[src/rtl/cell_seq_pkg.sv]
package cell_seq_pkg;

  typedef enum logic [1:0] {
    ACT_HOLD  = 2'd0,
    ACT_UP    = 2'd1,
    ACT_DOWN  = 2'd2,
    ACT_CLASH = 2'd3
  } seq_act_e;

  // Decide the step for one tick from the synchronised flags and range limits.
  function automatic seq_act_e pick_action(input logic tick, input logic hi,
                                           input logic lo, input logic full,
                                           input logic empty);
    seq_act_e a;
    a = ACT_HOLD;
    if (tick) begin
      if (hi && lo)           a = ACT_CLASH;
      else if (hi && !full)   a = ACT_UP;
      else if (lo && !empty)  a = ACT_DOWN;
    end
    return a;
  endfunction

endpackage

[src/rtl/flag_sync.sv]
module flag_sync #(
  parameter int WIDTH  = 2,
  parameter int STAGES = 2
) (
  input  logic             clk,
  input  logic             rst,
  input  logic [WIDTH-1:0] din,
  output logic [WIDTH-1:0] dout
);
  logic [WIDTH-1:0] stage_q [STAGES];

  always_ff @(posedge clk) begin
    if (rst) begin
      for (int i = 0; i < STAGES; i++) stage_q[i] <= '0;
    end else begin
      stage_q[0] <= din;
      for (int i = 1; i < STAGES; i++) stage_q[i] <= stage_q[i-1];
    end
  end

  assign dout = stage_q[STAGES-1];
endmodule

[src/rtl/therm_seg.sv]
module therm_seg #(
  parameter int W = 4
) (
  input  logic         clk,
  input  logic         rst,
  input  logic         shift_up,
  input  logic         shift_dn,
  input  logic         fill_in,
  input  logic         drain_in,
  output logic [W-1:0] q
);
  always_ff @(posedge clk) begin
    if (rst)           q <= '0;
    else if (shift_up) q <= {q[W-2:0], fill_in};
    else if (shift_dn) q <= {drain_in, q[W-1:1]};
  end


  one_step_chk: assert property (@(posedge clk) disable iff (rst)
    $onehot0(q ^ $past(q)));
endmodule

[src/rtl/cell_seq_top.sv]
module cell_seq_top
  import cell_seq_pkg::*;
#(
  parameter int NUM_CELLS = 8,
  parameter int SEG_W     = 4,
  parameter int SYNC_LEN  = 2,
  localparam int NSEG     = NUM_CELLS / SEG_W,
  localparam int CNT_W    = $clog2(NUM_CELLS + 1)
) (
  input  logic                 clk,
  input  logic                 rst,
  input  logic                 tick_en,
  input  logic                 over_hi_async,
  input  logic                 under_lo_async,
  output logic [NUM_CELLS-1:0] cell_en_n,
  output logic [CNT_W-1:0]     active_cnt,
  output logic                 clash_err
);
  logic [1:0]           flags_s;
  logic                 hi_s, lo_s;
  logic [NUM_CELLS-1:0] therm;
  logic                 full, empty;
  logic                 do_up, do_dn;
  seq_act_e             act;

  flag_sync #(.WIDTH(2), .STAGES(SYNC_LEN)) u_sync (
    .clk  (clk),
    .rst  (rst),
    .din  ({over_hi_async, under_lo_async}),
    .dout (flags_s)
  );
  assign hi_s = flags_s[1];
  assign lo_s = flags_s[0];

  assign full  = therm[NUM_CELLS-1];
  assign empty = ~therm[0];
  assign act   = pick_action(tick_en, hi_s, lo_s, full, empty);
  assign do_up = (act == ACT_UP);
  assign do_dn = (act == ACT_DOWN);

  for (genvar s = 0; s < NSEG; s++) begin : g_seg
    logic fill_w, drain_w;
    if (s == 0) begin : g_bot
      assign fill_w = 1'b1;
    end else begin : g_mid_lo
      assign fill_w = therm[s*SEG_W-1];
    end
    if (s == NSEG-1) begin : g_top
      assign drain_w = 1'b0;
    end else begin : g_mid_hi
      assign drain_w = therm[(s+1)*SEG_W];
    end
    therm_seg #(.W(SEG_W)) u_seg (
      .clk      (clk),
      .rst      (rst),
      .shift_up (do_up),
      .shift_dn (do_dn),
      .fill_in  (fill_w),
      .drain_in (drain_w),
      .q        (therm[s*SEG_W +: SEG_W])
    );
  end

  assign cell_en_n = ~therm;

  always_ff @(posedge clk) begin
    if (rst) begin
      active_cnt <= '0;
      clash_err  <= 1'b0;
    end else begin
      if (do_up)      active_cnt <= active_cnt + 1'b1;
      else if (do_dn) active_cnt <= active_cnt - 1'b1;
      if (tick_en)    clash_err  <= (act == ACT_CLASH);
    end
  end


  rst_off_chk: assert property (@(posedge clk) rst |=> (&cell_en_n) && active_cnt == '0);

  therm_shape_chk: assert property (@(posedge clk) disable iff (rst)
    (therm & (therm + 1'b1)) == '0);

  no_tick_hold_chk: assert property (@(posedge clk) disable iff (rst)
    !tick_en |=> $stable(cell_en_n) && $stable(active_cnt));

  full_cap_chk: assert property (@(posedge clk) disable iff (rst)
    (active_cnt == CNT_W'(NUM_CELLS)) |=> active_cnt <= CNT_W'(NUM_CELLS));

  empty_floor_chk: assert property (@(posedge clk) disable iff (rst)
    (active_cnt == '0 && !hi_s) |=> active_cnt == '0);

  clash_hold_chk: assert property (@(posedge clk) disable iff (rst)
    (tick_en && hi_s && lo_s) |=> clash_err && $stable(cell_en_n));

  cnt_match_chk: assert property (@(posedge clk) disable iff (rst)
    active_cnt == CNT_W'($countones(~cell_en_n)));
endmodule

[config.mk]
export PLATFORM = sky130hd
export DESIGN_NAME = cell_seq_top
export DESIGN_NICKNAME = d
export VERILOG_FILES = /design/src/rtl/cell_seq_pkg.sv /design/src/rtl/flag_sync.sv /design/src/rtl/therm_seg.sv /design/src/rtl/cell_seq_top.sv
export SDC_FILE = /design/constraint.sdc
export NUM_CORES = 1
export LEC_CHECK = 0
export ABC_AREA = 1
export ABC_CLOCK_PERIOD_IN_PS = 2200
export BUFFER_PORTS_ARGS = -buffer_cell sky130_fd_sc_hd__buf_2
export CAP_MARGIN = 10
export CORE_MARGIN = 2
export CORE_UTILIZATION = 35
export DETAILED_ROUTE_END_ITERATION = 10
export PLACE_DENSITY_LB_ADDON = 0.3
export SYNTH_ARGS = -nofsm -noshare
export SYNTH_HDL_FRONTEND = slang
export SYNTH_SLANG_ARGS = --single-unit
[constraint.sdc]
create_clock -name clk -period 2.2 [get_ports clk]
set_input_delay 0.33 -clock clk [delete_from_list [all_inputs] [get_ports clk]]
set_output_delay 0.33 -clock clk [all_outputs]
set_load 0.02 [all_outputs]
After elaboration in Yosys (flattened, before gate mapping). Memory sizes are Yosys's and may differ from the RTL's. Index checks and enable logic that the tools add are counted.

Add/sub/neg operators: 2. Eq/ne operators: 3. Mux-type cells: 15. Bitwise gates (word level): 3. Reduce and logical (&&, ||, !) cells: 5.

Operators by type and width (number): 2-to-1 mux 4 bit (6); 2-to-1 mux 2 bit (6); inverter 8 bit (1); adder 4 x 1 -> 4 bit, second input constant (1); == test 2 bit, second input constant (2); subtractor 4 x 1 -> 4 bit, second input constant (1); logical AND 1 bit (3); 2-to-1 mux 1 bit (3); == test 2 x 1 -> 1 bit, second input constant (1); OR 1 bit (2); nonzero test 2 bit (1); zero test 1 bit (1).

Flip-flop bits (word level): 13. Memory bits (writable): 4. Bits of input ports: 5. Output and inout port bits: 13. Word-level logic and storage cells: 33. Memories kept: 1.

Memories: u_sync.stage_q (depth 2, width 2, rd ports 2, clocked after memory_dff 0, write ports 2, line flag_sync.sv:10) `logic [WIDTH-1:0] stage_q [STAGES];`.

Logic depth before layout (Yosys ltp). An unclocked memory read counts as a cell.

Word-level depth: 9. Depth in mapped cells: 15. Depth with buffers taken out: 14.

By module. From an unflattened synthesis, not the netlist that was laid out.

Cell total of the unflattened synthesis: 137. Area, all modules: 904.6 µm².

Modules (own cells, without submodules): cell_seq_top (times used 1, cells an instance 61, area an instance 396.6 µm², sequential area each 100.1 µm²); therm_seg (times used 2, cells an instance 31, area an instance 191.4 µm², sequential area each 80.1 µm²); flag_sync (times used 1, cells an instance 14, area an instance 125.1 µm², sequential area each 80.1 µm²).

Worst setup path after synthesis. No wires, ideal clock.

Path kind: input -> register. From: in tick_en. To: reg active_cnt[2]. Setup time: 0.112 ns. Data arrival time: 1.736 ns. Data required time: 2.088 ns. Setup slack: 0.352 ns. Stages: 13. Buffers on the path: 1. Path through: inv_1 -> nor3_1 -> inv_1 -> ha_1 -> buf_4 -> inv_2 -> nand2_1 -> and2_1 -> ha_1 -> a21oi_2 -> xnor2_1 -> o21ai_2 -> inv_1.

Cells in the longest elaborated chain, start to end: 3. Elaborated cells on any way between the ends: 5. Classes of those cells: eq/ne: 2; mux: 2; reduce/logical: 1.

Ends and longest elaborated chain: start, declared (line cell_seq_top.sv:12) `input logic tick_en,`; 2-to-1 mux 2 bit * (line cell_seq_pkg.sv:16) `if (tick) begin`; == test 2 x 1 -> 1 bit / == test 2 bit (equally long branches) (line cell_seq_top.sv:38, cell_seq_top.sv:39); 2-to-1 mux 4 bit / nonzero test 2 bit (equally long branches); end signal, assigned (line cell_seq_top.sv:71) `if (do_up) active_cnt <= active_cnt + 1'b1;`; end signal, assigned (line cell_seq_top.sv:72) `else if (do_dn) active_cnt <= active_cnt - 1'b1;`; end, declared (line cell_seq_top.sv:16) `output logic [CNT_W-1:0] active_cnt,`.

Mark *: on every way between the ends. The rest lies on a longest branch, timed or not. A chain may end at the register's enable or synchronous reset.

Worst setup path after layout.
From: reg g_seg[0].u_seg.q[0]. To: reg active_cnt[2].

Cells in the longest elaborated chain, start to end: 7. Elaborated cells on any way between the ends: 9. Classes of those cells: eq/ne: 2; mux: 5; reduce/logical: 2.

Ends and longest elaborated chain: start, declared (line therm_seg.sv:10) `output logic [W-1:0] q`; start signal, assigned (line therm_seg.sv:14) `else if (shift_up) q <= {q[W-2:0], fill_in};`; start signal, assigned (line therm_seg.sv:15) `else if (shift_dn) q <= {drain_in, q[W-1:1]};`; logical AND 1 bit * (line cell_seq_pkg.sv:19) `else if (lo && !empty) a = ACT_DOWN;`; 2-to-1 mux 2 bit * (line cell_seq_pkg.sv:19); 2-to-1 mux 2 bit * (line cell_seq_pkg.sv:18) `else if (hi && !full) a = ACT_UP;`; 2-to-1 mux 2 bit * (line cell_seq_pkg.sv:17) `if (hi && lo) a = ACT_CLASH;`; 2-to-1 mux 2 bit * (line cell_seq_pkg.sv:16); == test 2 x 1 -> 1 bit / == test 2 bit (equally long branches) (line cell_seq_top.sv:38, cell_seq_top.sv:39); 2-to-1 mux 4 bit / nonzero test 2 bit (equally long branches).

Marks and branches as above.

==> run_summary.xml <==
<?xml version="1.0" encoding="UTF-8"?>
<metrics>
  <group name="clock_tree">
    <metric name="clock_tree.root_cell" unit="">sky130_fd_sc_hd__clkbuf_4</metric>
    <metric name="clock-sinks" unit="">17</metric>
    <metric name="post_cts_buffers" unit="">0</metric>
    <metric name="clock_tree_from_tritoncts" unit="">done</metric>
    <metric name="clkSlewWorstSetupHoldPaths" unit="ns">0.10</metric>
    <metric name="clk_latency" unit="ns">0.30</metric>
    <metric name="ctsLongestPathBuffers" unit="">2</metric>
    <metric name="resize_count_post_cts" unit="">0</metric>
    <metric name="cts_htree_levels" unit="">1</metric>
    <metric name="cts_hold_repair.buffers" unit="">0</metric>
    <metric name="cts-buffers-inserted" unit="">3</metric>
  </group>
  <group name="finish">
    <metric name="layout.cells.most_common_list" unit="">sky130_fd_sc_hd__inv_1 (30), sky130_fd_sc_hd__dfxtp_1 (17), sky130_fd_sc_hd__buf_2 (17), sky130_fd_sc_hd__o21ai_0 (15), sky130_fd_sc_hd__nand2_1 (14)</metric>
    <metric name="syn_to_final_growth" unit="%">16.4</metric>
    <metric name="share_of_cells_above_drive_strength_1" unit="%">19.3</metric>
    <metric name="final_common_cell" unit="">sky130_fd_sc_hd__inv_1</metric>
    <metric name="insertedDiodeCount" unit="">0</metric>
    <metric name="final_design_area_no_fill" unit="um2">995</metric>
    <metric name="finish.net_count" unit="">151</metric>
    <metric name="fin_cells" unit="">168</metric>
    <metric name="fillCellCount" unit="">246</metric>
  </group>
  <group name="floorplan">
    <metric name="row_count" unit="">17</metric>
    <metric name="number_of_top_level_pins" unit="">18</metric>
    <metric name="floorplan.die.width" unit="um">53.4</metric>
    <metric name="initial_standard_cell_utilization_of_the_core" unit="%">37.9</metric>
    <metric name="core_area" unit="um2">2250</metric>
    <metric name="die_area" unit="um2">2850</metric>
    <metric name="die-height" unit="um">53.4</metric>
  </group>
  <group name="critical_path">
    <metric name="crit_path_cell_trace" unit="">nor2_1, nor3_1, inv_1, ha_1, inv_2, nand2_1, and2_1, ha_1, a21oi_2, xnor2_1, o21ai_2, inv_1</metric>
    <metric name="start_kind" unit="">register</metric>
    <metric name="crit_arrival" unit="ns">2.18</metric>
    <metric name="critical_path_class" unit="">register to register</metric>
    <metric name="timing.critical_path.slowest_cell_delay" unit="ns">0.41</metric>
    <metric name="critical_path_required" unit="ns">2.41</metric>
    <metric name="cell_with_the_largest_stage_delay_on_the_worst_path" unit="">sky130_fd_sc_hd__dfxtp_1</metric>
    <metric name="worstPathMaxFanout" unit="">4</metric>
    <metric name="crit_path_max_delay_family" unit="">simple AND/OR/NAND/NOR gates</metric>
    <metric name="critPathBufInv" unit="">3</metric>
    <metric name="crit_path_end_kind" unit="">register</metric>
  </group>
  <group name="run_status">
    <metric name="outcome" unit="">complete, no violations</metric>
  </group>
  <group name="power">
    <metric name="cellPowerDensity" unit="nW/um2">601</metric>
    <metric name="max-vdd-ir-drop" unit="V">0.000364</metric>
    <metric name="power_leakage" unit="nW">0.506</metric>
  </group>
  <group name="global_routing">
    <metric name="grt_pass1_vias" unit="">640</metric>
    <metric name="globalRouteTotalUtil" unit="%">13.4</metric>
    <metric name="global_route_wire_length_before_repair" unit="mm">2.70</metric>
    <metric name="initial_antenna_violation_count" unit="">0</metric>
    <metric name="global_route.overflow_total" unit="">0</metric>
    <metric name="pin_count_of_the_biggest_net_entering_global_routing" unit="">16</metric>
  </group>
  <group name="logic_synthesis">
    <metric name="synth_seq_area_share" unit="%">39.8</metric>
    <metric name="synth.top_cells.by_area" unit="">sky130_fd_sc_hd__dfxtp_1 (40%), sky130_fd_sc_hd__inv_1 (13%), sky130_fd_sc_hd__o21ai_0 (8.8%)</metric>
    <metric name="yosys.cell_types.count" unit="">19</metric>
    <metric name="yosysWarnings" unit="">0</metric>
    <metric name="synth_top_cell_by_area" unit="">sky130_fd_sc_hd__dfxtp_1</metric>
    <metric name="post_synth_instance_area" unit="um2">855</metric>
    <metric name="avgSynthCellArea" unit="um2">7.06</metric>
    <metric name="synthCells" unit="">121</metric>
    <metric name="synth.top_cell.area_share" unit="%">39.8</metric>
    <metric name="synth_fp_nets" unit="">131</metric>
    <metric name="synth-seq-cells" unit="">17</metric>
  </group>
  <group name="placed_design">
    <metric name="gp_congestion" unit="">0.860</metric>
    <metric name="place.detailed.hpwl" unit="mm">1.24</metric>
    <metric name="placed_cells" unit="">164</metric>
    <metric name="post_dp_cell_area" unit="um2">965</metric>
    <metric name="port_buffers" unit="">17</metric>
  </group>
  <group name="sta">
    <metric name="finClkSkew" unit="ns">0.00275</metric>
    <metric name="fmax" unit="MHz">506</metric>
    <metric name="finalCritPeriodShare" unit="%">89.8</metric>
    <metric name="slew_violations" unit="">0</metric>
    <metric name="maxSlewHeadroom" unit="%">78.0</metric>
    <metric name="report.final.hold_viol_count" unit="">0</metric>
    <metric name="grt_setup_unrepaired" unit="">false</metric>
    <metric name="worst_pin_slew" unit="ns">0.329</metric>
    <metric name="fin_setup_tns" unit="ns">0</metric>
    <metric name="min_period" unit="ns">1.97</metric>
    <metric name="setup_viol_count_final" unit="">0</metric>
  </group>
  <group name="hold_path">
    <metric name="timing.hold.worst.class" unit="">input pin to register</metric>
  </group>
  <group name="detailed_routing">
    <metric name="wirelength" unit="mm">1.65</metric>
    <metric name="drt_pass1_iterations" unit="">4</metric>
    <metric name="vias" unit="">756</metric>
    <metric name="routed_len_inst" unit="um">9.82</metric>
    <metric name="detailedRoute.firstIterationViolations" unit="">13</metric>
    <metric name="drc" unit="">0</metric>
    <metric name="ant_nets" unit="">0</metric>
    <metric name="route.detailed.vias_per_inst" unit="">4.50</metric>
  </group>
  <group name="job">
    <metric name="max_cap_violations" unit="">0</metric>
  </group>
</metrics>
==> final timing paths <==
kind	start	end	slack (ns)	cells past startpoint
min reg2reg	u_sync.stage_q[0][0]	u_sync.stage_q[0][2]	0.41	2
min	over_hi_async	u_sync.stage_q[0][1]	0.22	3
max reg2reg	g_seg[0].u_seg.q[0]	active_cnt[2]	0.23	12
max	g_seg[0].u_seg.q[0]	active_cnt[2]	0.23	12
==> cell type report <==
cell class	count	area, um2	area share (%)
multi-input cells	68	369	37.1
clock buffers	3	22.5	2.26
clock inverters	1	7.51	0.755
repair buffers	19	100	10.1
inverters	32	120	12.1
flip-flops and latches	17	340	34.2
well taps	28	35.0	3.52
==> synthesized netlist by cell type <==
library cell	number
sky130_fd_sc_hd__dfxtp_1	17
sky130_fd_sc_hd__xnor2_1	2
sky130_fd_sc_hd__a21oi_2	1
sky130_fd_sc_hd__and2_1	1
sky130_fd_sc_hd__a211oi_1	1
sky130_fd_sc_hd__inv_1	30
sky130_fd_sc_hd__xor2_1	1
sky130_fd_sc_hd__ha_1	5
sky130_fd_sc_hd__nor2_1	12
sky130_fd_sc_hd__a31oi_1	1
sky130_fd_sc_hd__buf_4	2
sky130_fd_sc_hd__a21oi_1	9
sky130_fd_sc_hd__buf_2	2
sky130_fd_sc_hd__o21ai_0	15
sky130_fd_sc_hd__o21ai_2	1
sky130_fd_sc_hd__nand3_1	4
sky130_fd_sc_hd__inv_2	2
sky130_fd_sc_hd__nor3_1	1
sky130_fd_sc_hd__nand2_1	14
==> worst reg2reg max path: stages (launching register included) <==
cell and delay (ns):
sky130_fd_sc_hd__dfxtp_1 0.41, sky130_fd_sc_hd__nor2_1 0.08, sky130_fd_sc_hd__nor3_1 0.21, sky130_fd_sc_hd__inv_1 0.10, sky130_fd_sc_hd__ha_1 0.26, sky130_fd_sc_hd__inv_2 0.09
sky130_fd_sc_hd__nand2_1 0.06, sky130_fd_sc_hd__and2_1 0.15, sky130_fd_sc_hd__ha_1 0.18, sky130_fd_sc_hd__a21oi_2 0.11, sky130_fd_sc_hd__xnor2_1 0.09, sky130_fd_sc_hd__o21ai_2 0.11
sky130_fd_sc_hd__inv_1 0.04
==> kinds of logic after synthesis <==
kind of cell             count (synthesis)  synth area share [%]
XOR/XNOR                                 3                  3.08
buffers and inverters                   36                  17.0
AND/OR/NAND/NOR                         32                  15.1
flip-flops                              17                  39.8
AO/OA/AOI/OAI                           28                  17.7
adder cells (fa/ha/maj)                  5                  7.32
==> per-layer routing <==
layer,up-vias,part of all wire [%],global-route usage (%)
met5,-,0,0
met4,0,0.73,5.13
met3,2,3.9,5.08
met2,13,46,22.2
met1,337,49,15.3
li1,404,-,-
==> stage by stage <==
stage | util [%] | total power [mW] | worst slack [ns] | hold WS [ns]
6_report | 44.1 | 0.598 | 0.225 | 0.222
5_1_grt | 44.1 | 0.636 | 0.0612 | 0.218
4_1_cts | 44.1 | 0.608 | 0.223 | 0.210
3_5_place_dp | 42.8 | 0.431 | 0.164 | 0.394
3_3_place_gp | 42.8 | 0.428 | 0.280 | 0.395
2_1_floorplan | - | 0.404 | 0.352 | 0.388
==> sequential cells by signal (all words and copies together), names as in the netlist <==
register	flops
clash_err	1
g_seg.u_seg.q	8
active_cnt	4
u_sync.stage_q	4
==> where the power goes <==
part / total, mW / internal, mW / leakage [nW] / switching (mW)
Clock: 0.175 / 0.0693 / 0.0139 / 0.106
Combinational: 0.0915 / 0.0340 / 0.353 / 0.0575
Sequential: 0.331 / 0.322 / 0.139 / 0.00914
Power figures use the tool's default switching activity.
